`config.mk`:
```
export PLATFORM = sky130hd
export DESIGN_NAME = dram_row_seq
export DESIGN_NICKNAME = d
export VERILOG_FILES = /design/src/rtl/dram_seq_pkg.sv /design/src/rtl/dram_phase_timer.sv /design/src/rtl/dram_open_row.sv /design/src/rtl/dram_row_seq.sv
export SDC_FILE = /design/constraint.sdc
export NUM_CORES = 1
export LEC_CHECK = 0
export ABC_AREA = 1
export BUFFER_PORTS_ARGS = -buffer_cell sky130_fd_sc_hd__buf_4
export CAP_MARGIN = 20
export CORE_UTILIZATION = 30
export DETAILED_ROUTE_END_ITERATION = 8
export GPL_ROUTABILITY_DRIVEN = 0
export PLACE_DENSITY = 0.57
export SETUP_SLACK_MARGIN = 0.5
export SLEW_MARGIN = 5
export SYNTH_ARGS = -nofsm -noshare
export SYNTH_HDL_FRONTEND = slang
export SYNTH_HIERARCHICAL = 1
export SYNTH_SLANG_ARGS = --single-unit
```
`constraint.sdc`:
```
create_clock -name clk -period 3.9 [get_ports clk]
set_input_delay 0.39 -clock clk [delete_from_list [all_inputs] [get_ports clk]]
set_output_delay 0.39 -clock clk [all_outputs]
set_load 0.01 [all_outputs]
```
`src/rtl/dram_seq_pkg.sv`:
```
package dram_seq_pkg;
  typedef enum logic [2:0] {
    CMD_NOP = 3'd0,
    CMD_ACT = 3'd1,
    CMD_RD  = 3'd2,
    CMD_WR  = 3'd3,
    CMD_PRE = 3'd4
  } bank_cmd_e;

  typedef enum logic [1:0] {
    ST_IDLE,
    ST_PRE,
    ST_ACT,
    ST_COL
  } seq_state_e;
endpackage

```
`src/rtl/dram_phase_timer.sv`:
```
module dram_phase_timer #(
  parameter int CNT_W = 6
) (
  input  logic             clk,
  input  logic             rst_n,
  input  logic             load,
  input  logic [CNT_W-1:0] len,
  output logic             done
);
  logic [CNT_W-1:0] cnt;

  // a length of zero behaves as one cycle
  always_ff @(posedge clk) begin
    if (!rst_n)             cnt <= '0;
    else if (load)          cnt <= (len == '0) ? '0 : len - 1'b1;
    else if (cnt != '0)     cnt <= cnt - 1'b1;
  end

  assign done = (cnt == '0);
endmodule

```
`src/rtl/dram_open_row.sv`:
```
module dram_open_row #(
  parameter int ROW_W = 4
) (
  input  logic             clk,
  input  logic             rst_n,
  input  logic             open_set,
  input  logic             close,
  input  logic [ROW_W-1:0] set_row,
  input  logic [ROW_W-1:0] look_row,
  output logic             open_valid,
  output logic             hit
);
  logic [ROW_W-1:0] open_row;

  always_ff @(posedge clk) begin
    if (!rst_n) begin
      open_valid <= 1'b0;
      open_row   <= '0;
    end else if (open_set) begin
      open_valid <= 1'b1;
      open_row   <= set_row;
    end else if (close) begin
      open_valid <= 1'b0;
    end
  end

  assign hit = open_valid && (open_row == look_row);
endmodule

```
`src/rtl/dram_row_seq.sv`:
```
module dram_row_seq
  import dram_seq_pkg::*;
#(
  parameter int ROW_W  = 4,
  parameter int COL_W  = 3,
  parameter int DATA_W = 8,
  parameter int CNT_W  = 6,
  parameter int ADDR_W = (ROW_W > COL_W) ? ROW_W : COL_W
) (
  input  logic              clk,
  input  logic              rst_n,
  input  logic              req_valid,
  output logic              req_ready,
  input  logic              req_write,
  input  logic [ROW_W-1:0]  req_row,
  input  logic [COL_W-1:0]  req_col,
  input  logic [DATA_W-1:0] req_wdata,
  output logic              rsp_valid,
  output logic [DATA_W-1:0] rsp_rdata,
  input  logic [CNT_W-1:0]  t_pre,
  input  logic [CNT_W-1:0]  t_act,
  input  logic [CNT_W-1:0]  t_col,
  output logic [2:0]        mem_cmd,
  output logic [ADDR_W-1:0] mem_addr,
  output logic [DATA_W-1:0] mem_wdata,
  input  logic [DATA_W-1:0] mem_rdata
);
  localparam int ROW_PAD = ADDR_W - ROW_W;
  localparam int COL_PAD = ADDR_W - COL_W;

  seq_state_e state, nxt_state;
  bank_cmd_e  cmd_q, nxt_cmd;
  logic [ADDR_W-1:0] addr_q, nxt_addr;
  logic [DATA_W-1:0] wdata_q;

  logic              h_write;
  logic [ROW_W-1:0]  h_row;
  logic [COL_W-1:0]  h_col;
  logic [DATA_W-1:0] h_wdata;

  logic              s_write;
  logic [ROW_W-1:0]  s_row;
  logic [COL_W-1:0]  s_col;
  logic [DATA_W-1:0] s_wdata;
  logic [ADDR_W-1:0] row_ext, col_ext;

  logic go_pre, go_act, go_col, finish, accept;
  logic open_valid, hit, tmr_done;
  logic [CNT_W-1:0] tmr_len;

  // In idle the live request is used; later phases use the held copy
  assign accept  = (state == ST_IDLE) && req_valid;
  assign s_write = (state == ST_IDLE) ? req_write : h_write;
  assign s_row   = (state == ST_IDLE) ? req_row   : h_row;
  assign s_col   = (state == ST_IDLE) ? req_col   : h_col;
  assign s_wdata = (state == ST_IDLE) ? req_wdata : h_wdata;

  generate
    if (ROW_PAD > 0) begin : g_row_pad
      assign row_ext = {{ROW_PAD{1'b0}}, s_row};
    end else begin : g_row_eq
      assign row_ext = s_row;
    end
    if (COL_PAD > 0) begin : g_col_pad
      assign col_ext = {{COL_PAD{1'b0}}, s_col};
    end else begin : g_col_eq
      assign col_ext = s_col;
    end
  endgenerate

  always_comb begin
    go_pre = 1'b0;
    go_act = 1'b0;
    go_col = 1'b0;
    finish = 1'b0;
    unique case (state)
      ST_IDLE: if (req_valid) begin
        if (hit)             go_col = 1'b1;
        else if (open_valid) go_pre = 1'b1;
        else                 go_act = 1'b1;
      end
      ST_PRE:  go_act = tmr_done;
      ST_ACT:  go_col = tmr_done;
      ST_COL:  finish = tmr_done;
      default: ;
    endcase
  end

  always_comb begin
    nxt_state = state;
    nxt_cmd   = CMD_NOP;
    nxt_addr  = addr_q;
    tmr_len   = t_col;
    if (go_pre) begin
      nxt_state = ST_PRE;
      nxt_cmd   = CMD_PRE;
      tmr_len   = t_pre;
    end else if (go_act) begin
      nxt_state = ST_ACT;
      nxt_cmd   = CMD_ACT;
      nxt_addr  = row_ext;
      tmr_len   = t_act;
    end else if (go_col) begin
      nxt_state = ST_COL;
      nxt_cmd   = s_write ? CMD_WR : CMD_RD;
      nxt_addr  = col_ext;
    end else if (finish) begin
      nxt_state = ST_IDLE;
    end
  end

  always_ff @(posedge clk) begin
    if (!rst_n) begin
      state     <= ST_IDLE;
      cmd_q     <= CMD_NOP;
      addr_q    <= '0;
      wdata_q   <= '0;
      rsp_valid <= 1'b0;
      rsp_rdata <= '0;
      h_write   <= 1'b0;
      h_row     <= '0;
      h_col     <= '0;
      h_wdata   <= '0;
    end else begin
      state     <= nxt_state;
      cmd_q     <= nxt_cmd;
      addr_q    <= nxt_addr;
      rsp_valid <= finish && !h_write;
      if (finish && !h_write) rsp_rdata <= mem_rdata;
      if (go_col) wdata_q <= s_wdata;
      if (accept) begin
        h_write <= req_write;
        h_row   <= req_row;
        h_col   <= req_col;
        h_wdata <= req_wdata;
      end
    end
  end

  dram_phase_timer #(.CNT_W(CNT_W)) u_timer (
    .clk   (clk),
    .rst_n (rst_n),
    .load  (go_pre | go_act | go_col),
    .len   (tmr_len),
    .done  (tmr_done)
  );

  dram_open_row #(.ROW_W(ROW_W)) u_rows (
    .clk        (clk),
    .rst_n      (rst_n),
    .open_set   (go_act),
    .close      (go_pre),
    .set_row    (s_row),
    .look_row   (req_row),
    .open_valid (open_valid),
    .hit        (hit)
  );

  assign req_ready = (state == ST_IDLE);
  assign mem_cmd   = cmd_q;
  assign mem_addr  = addr_q;
  assign mem_wdata = wdata_q;
endmodule

```
Word level (Yosys, flattened, before mapping)
Index checks and enable logic that the tools add are counted.
{ "classes": {"n_addsub": 2, "eq_ne": 4, "muxes": 33, "bitwise": 5, "reduce_logical": 16} }
{ "op_table": {"columns": ["cell", "n"], "rows": [
  ["2-to-1 mux 6 bit", 5],
  ["2-to-1 mux 1 bit", 15],
  ["zero test 6 bit", 2],
  ["2-to-1 mux 4 bit", 3],
  ["subtractor 6 x 1 -> 6 bit (second input constant)", 2],
  ["2-to-1 mux 2 bit", 5],
  ["2-to-1 mux 8 bit", 1],
  ["2-to-1 mux 3 bit", 2],
  ["nonzero test 2 bit", 3],
  ["nonzero test 6 bit", 1],
  ["== test 2 bit (second input constant)", 2],
  ["== test 4 bit", 1],
  ["case mux 1 bit (2 select lines)", 2],
  ["nonzero test 4 bit", 1],
  ["OR reduction 4 bit", 1],
  ["logical AND 1 bit", 3],
  ["NOT 1 bit", 3],
  ["nonzero test 3 bit", 1],
  ["== test 2 x 1 -> 1 bit (second input constant)", 1],
  ["zero test 2 bit", 1],
  ["bitwise OR 1 bit", 2],
  ["AND reduction 2 bit", 1],
  ["OR reduction 2 bit", 1],
  ["zero test 1 bit", 1]
]} }
{ "totals": {"regBits": 53, "input_bits": 45, "out_inout_bits": 25, "wordCells": 76} }

Longest topological paths before layout
Gate-level depths: netlist of the first run.
{ "logic_depth": {"depth_word": 10, "mapped_depth": 19, "mapped_depth_nobuf": 19} }

Cells and area by module
Netlist of the first run, hierarchy kept.
{ "modules_own_cells": {"columns": ["module", "n_inst", "cells_each", "area_per_inst_um2", "seq_area_each_um2"], "rows": [
  ["dram_row_seq", 1, 294, 2013.2, 840.8],
  ["dram_phase_timer", 1, 81, 540.5, 120.1],
  ["dram_open_row", 1, 37, 244.0, 100.1]
]} }

Least setup slack after synthesis of the first run
No wires, ideal clock.
{ "synth_path": {"path_kind": "register -> register", "startpoint": "register u_timer.cnt[0]", "endpoint": "register u_timer.cnt[5]", "setup_ns": 0.066, "arrival_time_ns": 2.140, "t_required_ns": 3.834, "path_slack_ns": 1.694, "stages_incl_launch_ff": 16, "path_buffers": 1, "synth_period_minus_slack_ns": 2.206, "cell_sequence": "dfxtp_1 > inv_1 > ha_1 > and3_1 > nand3_2 > nand2_4 > buf_8 > nor2_1 > o21ai_1 > inv_1 > ha_1 > nand3_2 > nand2_2 > inv_2 > nand2_1 > a21oi_2"} }
{ "synth_via": {"elab_chain_len": 7, "word_cells_on_any_way": 15, "cone_classes": "2 x add/sub; 7 x mux; 2 x bitwise; 4 x reduce/logical"} }
{ "synth_rtl": {"columns": ["element", "line_no", "rtl"], "rows": [
  ["start, declared", "dram_phase_timer.sv:10", "logic [CNT_W-1:0] cnt;"],
  ["start signal, assigned", "dram_phase_timer.sv:15", "else if (load) cnt <= (len == '0) ? '0 : len - 1'b1;"],
  ["start signal, assigned", "dram_phase_timer.sv:16", "else if (cnt != '0) cnt <= cnt - 1'b1;"],
  ["zero test 6 bit *", "dram_phase_timer.sv:19", "assign done = (cnt == '0);"],
  ["named net tmr_done", "dram_row_seq.sv:48", "logic open_valid, hit, tmr_done;"],
  ["case mux 1 bit (2 select lines) *", "dram_row_seq.sv:76", "unique case (state)"],
  ["named net go_act", "dram_row_seq.sv:47", "logic go_pre, go_act, go_col, finish, accept;"],
  ["2-to-1 mux 6 bit *", "dram_row_seq.sv:98", "end else if (go_act) begin"],
  ["2-to-1 mux 6 bit *", "dram_row_seq.sv:94", "if (go_pre) begin"],
  ["named net tmr_len[0]", "dram_row_seq.sv:49", "logic [CNT_W-1:0] tmr_len;"],
  ["subtractor 6 x 1 -> 6 bit / zero test 6 bit (equally long branches)", "dram_phase_timer.sv:15", null],
  ["2-to-1 mux 6 bit * (2 in series)", "dram_phase_timer.sv:15", null]
]} }
Mark *: on every way through the listed nets, which the timed path passes. The rest lies on a longest branch. The select of a mux whose other input is x is not followed.
A chain may end at the register's enable or synchronous reset.

Worst setup path in the final report of the first run
{ "layout_path": {"startpoint": "register u_timer.cnt[0]", "endpoint": "register u_timer.cnt[0]"} }
{ "layout_via": {"elab_chain_len": 7, "word_cells_on_any_way": 15, "cone_classes": "2 x add/sub; 7 x mux; 2 x bitwise; 4 x reduce/logical"} }
{ "layout_rtl": {"columns": ["element", "line_no"], "rows": [
  ["zero test 6 bit *", "dram_phase_timer.sv:19"],
  ["named net tmr_done", "dram_row_seq.sv:48"],
  ["case mux 1 bit (2 select lines) *", "dram_row_seq.sv:76"],
  ["2-to-1 mux 6 bit *", "dram_row_seq.sv:98"],
  ["2-to-1 mux 6 bit *", "dram_row_seq.sv:94"],
  ["named net tmr_len[0]", "dram_row_seq.sv:49"],
  ["subtractor 6 x 1 -> 6 bit / zero test 6 bit (equally long branches)", "dram_phase_timer.sv:15"],
  ["2-to-1 mux 6 bit * (2 in series)", "dram_phase_timer.sv:15"]
]} }
Marks and branches as above.

==> metrics.txt, run 1 <==
average cell area after synthesis=6.79 um^2; setup clock skew after layout=9.45 ps; average routed wire per standard cell=between 10 and 15 um; fraction of met3 tracks used by global routing=4.33%; pins over their slew limit=0; register area=about 1100 um^2; Resize count post-CTS=0; path type of the worst setup path=flop to flop; clock-pin slew of the registers on the worst-case setup and hold paths=110 ps; data arrival time at the worst-slack endpoint=2730 ps; vias in the first global route=2537; total routed wirelength=approximately 6.8 mm; number of synthesized flops with an enable pin=0; total standard cell area after synthesis=2800 um^2; met1 Use GR=18.7%; number of standard-cell rows in the floorplan=34; endpoint class of the critical path=flop; critical path launch point type=flop; first-pass GRT wire length=11.8 mm; Mapped Nets=461; CTS sink cnt=53; leakage power of the design=1.71 nW; FFs w/ async S/R, synth=0%; pwr dens=653 nW/um^2; Worst-Margin Slew=about 600 ps; TritonRoute pass-1 iters=4; Remaining DRCs=0; count of inserted antenna diode cells=0; count of buffers added by post-CTS timing repair for setup=0; top achievable clock speed=397 MHz; peak supply drop=0.000226 V; hold slack=around 290 ps; floorplan die area=9720 um^2; synthesis-stage register bit count=53; ratio of routed vias to standard cells=4.56; fraction of layout instances using a drive strength above 1=between 20% and 30%; fill cell instance count of the final layout=932; global-route met2 utilization=25.4%; Final Critical Period=roughly 2500 ps; synthesized instance count=412; run status=finished clean; Multi-input gate area=1480 um^2; top post-synthesis cells by area=sky130_fd_sc_hd__dfxtp_1, sky130_fd_sc_hd__nand2_1, sky130_fd_sc_hd__nor2_1, sky130_fd_sc_hd__o21ai_0, sky130_fd_sc_hd__inv_1; worst slew slack as a fraction of its limit=60.2%; clock buffer depth=2; remaining antenna violation count after routing=0; unique cell type count in the Yosys netlist=32; gr usage total=14.9%; H-tree levels=2; Die Y=98.6 um; data required time of the critical path=4110 ps; ys flop type=sky130_fd_sc_hd__dfxtp_1; Final Setup Violations=0; fraction of the cycle the final worst path needs=64.6%; area fraction of the dominant cell type after synthesis=a little under two fifths; dominant cell type by area after synthesis=sky130_fd_sc_hd__dfxtp_1; Floorplan Core Area=8890 um^2; number of antenna violations at the first check in global routing=0; RSZ-0062 raised after global routing=false; number of top-level design ports=70; proportion of synthesized chip area in sequential cells=37.9%; Via Count=2667; chip width=98.6 um; max-capacitance violation count=0; Sum Neg Setup Slack=0 ps; critical path fanouts, max=21; yosys warns=6; Final Total Pwr=2.25 mW; GRT Max-Usage Layer=met2; Post-CTS Hold Fix Bufs=0; initial core utilization=31.5%; final global-route overflow total=0; post-detailed-placement half-perimeter wirelength=4.95 mm; final hold vios=0; post-synthesis to final-layout area growth=23.4%; clock insertion delay at the later pin of the skew report=about 320 ps; path class of the lowest-slack min-delay path=input port to flop; Final #Nets=525; TritonCTS clock tree=yes; TritonCTS Buffers=5; largest net degree at the start of global routing=47; Iter 0 DRT Violations=93; Root Driver=sky130_fd_sc_hd__clkbuf_8; input/output buffers=69
worst max-delay path: stages (launching register included):
cell                      delay (ps)
sky130_fd_sc_hd__dfxtp_1         320
sky130_fd_sc_hd__inv_1           180
sky130_fd_sc_hd__ha_1            240
sky130_fd_sc_hd__and3_1          290
sky130_fd_sc_hd__nand3_2         160
sky130_fd_sc_hd__nand2_4         250
sky130_fd_sc_hd__nand2_1          80
sky130_fd_sc_hd__nand2_1          60
sky130_fd_sc_hd__o21ai_1          50
sky130_fd_sc_hd__inv_1           190
sky130_fd_sc_hd__ha_1            200
sky130_fd_sc_hd__nand3_2         100
sky130_fd_sc_hd__nand2_2          90
sky130_fd_sc_hd__inv_2            50
sky130_fd_sc_hd__a21oi_2         100
sky130_fd_sc_hd__nor2_1           40
power by group:
group          internal, mW  total [mW]  leakage, nW  switching [mW]
logic                 0.410        1.16         1.23           0.750
clock network         0.131       0.330       0.0452           0.199
registers             0.680       0.765        0.435          0.0849
total                  1.22        2.25         1.71            1.03
state kept, by name, summed over array words and instances (netlist names):
signal             flops
h_col                  3
h_row                  4
h_wdata                8
h_write                1
mem_addr               4
mem_cmd                3
mem_wdata              8
rsp_rdata              8
rsp_valid              1
state                  2
u_rows/open_row        4
u_rows/open_valid      1
u_timer/cnt            6
through the flow:
| step | setup WS, ps | instances | area (um^2) | utilization (%) |
|---|---|---|---|---|
| after floorplan | 1690 | 412 | 2800 | - |
| after global placement | 1410 | 577 | 3360 | 37.8 |
| after detailed placement | 1350 | 577 | 3360 | 37.8 |
| after CTS | 1380 | 585 | 3450 | 38.8 |
| after global routing | 1140 | 585 | 3450 | 38.8 |
| final | 1380 | 585 | 3450 | 38.8 |
per-layer routing:
layer  part of all wire (%)  routed length (um)
met1                     47                3180
met2                     47                3200
met3                    5.4                 366
met4                    1.0                  70
met5                      0                   0
layout make-up:
type	instances	share of cell area [%]
clock buffers	5	1.99
clock inverters	3	0.725
repair buffers	69	15.0
inverters	44	4.86
well taps	108	3.91
multi-input cells	303	42.8
flip-flops and latches	53	30.7
synthesized netlist by cell type (2+ instances only):
cell type / instances
sky130_fd_sc_hd__clkbuf_1: 4
sky130_fd_sc_hd__nand3_1: 16
sky130_fd_sc_hd__o21ai_1: 10
sky130_fd_sc_hd__buf_4: 2
sky130_fd_sc_hd__nor2_1: 85
sky130_fd_sc_hd__inv_2: 8
sky130_fd_sc_hd__dfxtp_1: 53
sky130_fd_sc_hd__inv_1: 35
sky130_fd_sc_hd__nor2_2: 5
sky130_fd_sc_hd__nand2_4: 3
sky130_fd_sc_hd__nand2_1: 99
sky130_fd_sc_hd__nand4_1: 4
sky130_fd_sc_hd__a21oi_2: 6
sky130_fd_sc_hd__o21ai_2: 2
sky130_fd_sc_hd__buf_2: 2
sky130_fd_sc_hd__a21oi_1: 12
sky130_fd_sc_hd__ha_1: 4
sky130_fd_sc_hd__or2_1: 3
sky130_fd_sc_hd__nand3_2: 2
sky130_fd_sc_hd__nor2_4: 3
sky130_fd_sc_hd__o21ai_0: 38
sky130_fd_sc_hd__nand2_2: 4
sky130_fd_sc_hd__buf_6: 2
sky130_fd_sc_hd__buf_8: 2
cells in the final DEF (no fill, tap or decap):
master / n
sky130_fd_sc_hd__nand2_1: 99
sky130_fd_sc_hd__nor2_1: 85
sky130_fd_sc_hd__buf_4: 69
sky130_fd_sc_hd__dfxtp_1: 53
sky130_fd_sc_hd__o21ai_0: 38
sky130_fd_sc_hd__inv_1: 35
sky130_fd_sc_hd__nand3_1: 16
sky130_fd_sc_hd__a21oi_1: 12
sky130_fd_sc_hd__o21ai_1: 10
sky130_fd_sc_hd__inv_2: 8
sky130_fd_sc_hd__a21oi_2: 6
sky130_fd_sc_hd__nor2_2: 5
sky130_fd_sc_hd__clkbuf_8: 5
sky130_fd_sc_hd__nand2_2: 4
sky130_fd_sc_hd__nand4_1: 4
sky130_fd_sc_hd__ha_1: 4
sky130_fd_sc_hd__nor2_4: 3
sky130_fd_sc_hd__nand2_4: 3
sky130_fd_sc_hd__or2_1: 3
sky130_fd_sc_hd__nand3_2: 2
sky130_fd_sc_hd__o21ai_2: 2
sky130_fd_sc_hd__inv_6: 2
sky130_fd_sc_hd__nand3_4: 1
sky130_fd_sc_hd__nor2_8: 1
sky130_fd_sc_hd__inv_4: 1
sky130_fd_sc_hd__nor3_4: 1
sky130_fd_sc_hd__clkinvlp_4: 1
sky130_fd_sc_hd__o21a_1: 1
sky130_fd_sc_hd__and3_1: 1
sky130_fd_sc_hd__nand4_4: 1
sky130_fd_sc_hd__xor2_1: 1
cells by family after synthesis:
group / count (synthesis) / share of synthesized area, %
buffers and inverters: 56 / 9.30
xor gates and xnor gates: 1 / 0.313
adders and majority gates: 4 / 1.79
DFF: 53 / 37.9
AOI/OAI and AO/OA: 69 / 13.5
and+or+nand+nor: 229 / 37.2
path summary, 6_finish.rpt:
| kind | to | depth (start not counted) | slack [ps] | from |
|---|---|---|---|---|
| worst max-delay path | u_timer/cnt[0] | 15 | 1380 | u_timer/cnt[0] |
| worst min-delay path | rsp_rdata[4] | 3 | 290 | mem_rdata[4] |
| worst max register to register | u_timer/cnt[0] | 15 | 1380 | u_timer/cnt[0] |
| worst min register to register | h_row[2] | 2 | 470 | h_row[2] |
(Power assumes the default switching activity.)
==> inputs of run 2 (changes only) <==
==> constraint.sdc (replaced) <==
create_clock -name clk -period 2.4 [get_ports clk]
set_input_delay 0.24 -clock clk [delete_from_list [all_inputs] [get_ports clk]]
set_output_delay 0.24 -clock clk [all_outputs]
set_load 0.01 [all_outputs]
==> metrics.txt, run 2 (synthesized netlist as in run 1, its figures left out) <==
number of antenna violations at the first check in global routing=0 (unchanged); input/output buffers=69 (unchanged); gr usage total=15.8% (+0.89 points); count of buffer and inverter cells on the critical path=3 (unchanged); average routed wire per standard cell=12.1 um (+4.2%); worst slew slack as a fraction of its limit=70.5% (+10 points); most common cell after layout, fill and taps aside=sky130_fd_sc_hd__nand2_1; post-route design area=3770 um^2 (+9.2%); pins over their slew limit=0 (unchanged); path type of the worst setup path=flop to flop; clock insertion delay at the later pin of the skew report=320 ps (about the same); Final Total Pwr=4.10 mW (+82%); capture instance of the worst register-to-register path=u_timer/cnt[0]; final global-route overflow total=0 (unchanged); fraction of the cycle the final worst path needs=87.0% (+22 points); most frequent cells in the layout=sky130_fd_sc_hd__nand2_1, sky130_fd_sc_hd__buf_4, sky130_fd_sc_hd__nor2_1; reg-to-reg startpoint=u_rows/open_row[0]; Die Y=98.6 um (unchanged); post-detailed-placement half-perimeter wirelength=5.08 mm (+2.7%); setup clock skew after layout=19.0 ps (+9.53 ps); Final Critical Period=2090 ps (-433 ps); number of standard-cell rows in the floorplan=34 (unchanged); H-tree levels=2 (unchanged); floorplan die area=9720 um^2 (unchanged); Remaining DRCs=0 (unchanged); data arrival time at the worst-slack endpoint=2280 ps (-450 ps); total routed wirelength=7.27 mm (+6.7%); Final Setup Violations=0 (unchanged); path class of the lowest-slack min-delay path=input port to flop; worst path cell trace=inv_2, or2_1, nand3_2, nor2_4, nor2_4, nand3_4, nand2_8, nand2_2, nand2_2, o21ai_2, inv_2, ha_4, nand3_4, nand2_2, inv_2, a21oi_2, nor2_1; vias in the first global route=2660 (+4.8%); critical-path cell with the highest stage delay=sky130_fd_sc_hd__dfxtp_2; count of inserted antenna diode cells=0 (unchanged); final hold vios=0 (unchanged); chip width=98.6 um (unchanged); critical path's top delay family=simple AND/OR/NAND/NOR gates; fraction of layout instances using a drive strength above 1=34.2% (+10 points); largest net degree at the start of global routing=47 (unchanged); TritonCTS clock tree=yes; critical path fanouts, max=6 (-71%); data required time of the critical path=2590 ps (-1520 ps); final standard cell utilization of the core=42.4% (+3.6 points); first-pass GRT wire length=12.3 mm (+4.1%); Final #Nets=539 (+2.7%); Worst R2R Path Depth=17 (+2); leakage power of the design=1.81 nW (+5.8%); run status=finished clean; Via Count=2754 (+3.3%); worst stage delay on the critical path=330 ps (about the same); post-synthesis to final-layout area growth=34.8%; TritonRoute pass-1 iters=4 (unchanged); Iter 0 DRT Violations=94 (+1.1%); R2R Setup Slk=310 ps (-1070 ps); critical path launch point type=flop; TritonCTS Buffers=5 (unchanged); endpoint class of the critical path=flop; ratio of routed vias to standard cells=4.60 (+0.85%); worst hold path endpoint=rsp_rdata[5]; Sum Neg Setup Slack=0 ps (unchanged); top achievable clock speed=479 MHz (+21%); remaining antenna violation count after routing=0 (unchanged); Worst Min Path Start=mem_rdata[5]; peak supply drop=0.000378 V (+67%); RSZ-0062 raised after global routing=true; CTS sink cnt=53 (unchanged); placed cell area=3420 um^2 (+1.8%); clock-pin slew of the registers on the worst-case setup and hold paths=110 ps (about the same); Root Driver=sky130_fd_sc_hd__clkbuf_8; Worst-Margin Slew=443 ps (-153 ps); number of top-level design ports=70 (unchanged); pwr dens=1090 nW/um^2 (+67%); max-capacitance violation count=0 (unchanged); clock buffer depth=2 (unchanged); Post-CTS Hold Fix Bufs=0 (unchanged); depth of the worst hold-timing path=3 (unchanged); fill cell instance count of the final layout=940 (+0.86%); initial core utilization=31.5% (unchanged); Floorplan Core Area=8890 um^2 (unchanged)
==> run 2: cell type report <==
class | count | area [um^2] | share of cell area, %
inverters | 44 | 170 | 4.51
clock inverters | 2 | 16.3 | 0.431
flip-flops and latches | 53 | 1070 | 28.3
repair buffers | 81 | 608 | 16.1
multi-input cells | 305 | 1690 | 44.8
well taps | 108 | 135 | 3.58
clock buffers | 6 | 82.6 | 2.19
==> run 2: where the power goes <==
part	internal, mW	leakage [nW]	total, mW	switching (mW)
sequential	1.11	0.437	1.26	0.144
clock	0.238	0.0478	0.545	0.307
combinational	0.903	1.33	2.30	1.40
==> run 2: what timing repair did <==
action / CTS / global route
resized for setup: 35 / 8
cloned: 2 / 0
pin swaps: 22 / 17
setup endpoints to repair: 6 / 6
setup buffers: 9 / 0
==> run 2: through the flow <==
| stage | setup slack, ps | cells | hold WS [ps] |
|---|---|---|---|
| floorplan | 366 | 412 | 357 |
| global placement | 201 | 580 | 454 |
| detailed placement | 130 | 580 | 453 |
| CTS | 300 | 599 | 131 |
| global route | 182 | 599 | 142 |
| finish | 313 | 599 | 134 |
==> run 2: how the worst max path moves through the flow <==
stage | slack [ps] | start | endpoint | cells past startpoint
floorplan | 370 | u_rows/open_row[3] | u_timer/cnt[2] | 17
global placement | 200 | req_row[3] | u_timer/cnt[0] | 17
detailed placement | 130 | req_row[3] | u_timer/cnt[0] | 17
CTS | 300 | u_rows/open_row[0] | u_timer/cnt[5] | 16
global route | 180 | u_rows/open_row[3] | u_timer/cnt[2] | 19
finish | 310 | u_rows/open_row[0] | u_timer/cnt[0] | 17
==> run 2: worst reg2reg max path, cell delays in order, from the launching register on <==
cell	delay, ps
sky130_fd_sc_hd__dfxtp_2	330
sky130_fd_sc_hd__inv_2	40
sky130_fd_sc_hd__or2_1	230
sky130_fd_sc_hd__nand3_2	80
sky130_fd_sc_hd__nor2_4	50
sky130_fd_sc_hd__nor2_4	90
sky130_fd_sc_hd__nand3_4	180
sky130_fd_sc_hd__nand2_8	170
sky130_fd_sc_hd__nand2_2	60
sky130_fd_sc_hd__nand2_2	50
sky130_fd_sc_hd__o21ai_2	60
sky130_fd_sc_hd__inv_2	110
sky130_fd_sc_hd__ha_4	160
sky130_fd_sc_hd__nand3_4	80
sky130_fd_sc_hd__nand2_2	80
sky130_fd_sc_hd__inv_2	60
sky130_fd_sc_hd__a21oi_2	110
sky130_fd_sc_hd__nor2_1	50
==> run 2: metal layers <==
layer  GRT usage (%)  routed length (um)
met1            18.2                3210
met5               0                   0
met3            2.34                 123
met2            29.7                3830
met4            5.40                 114
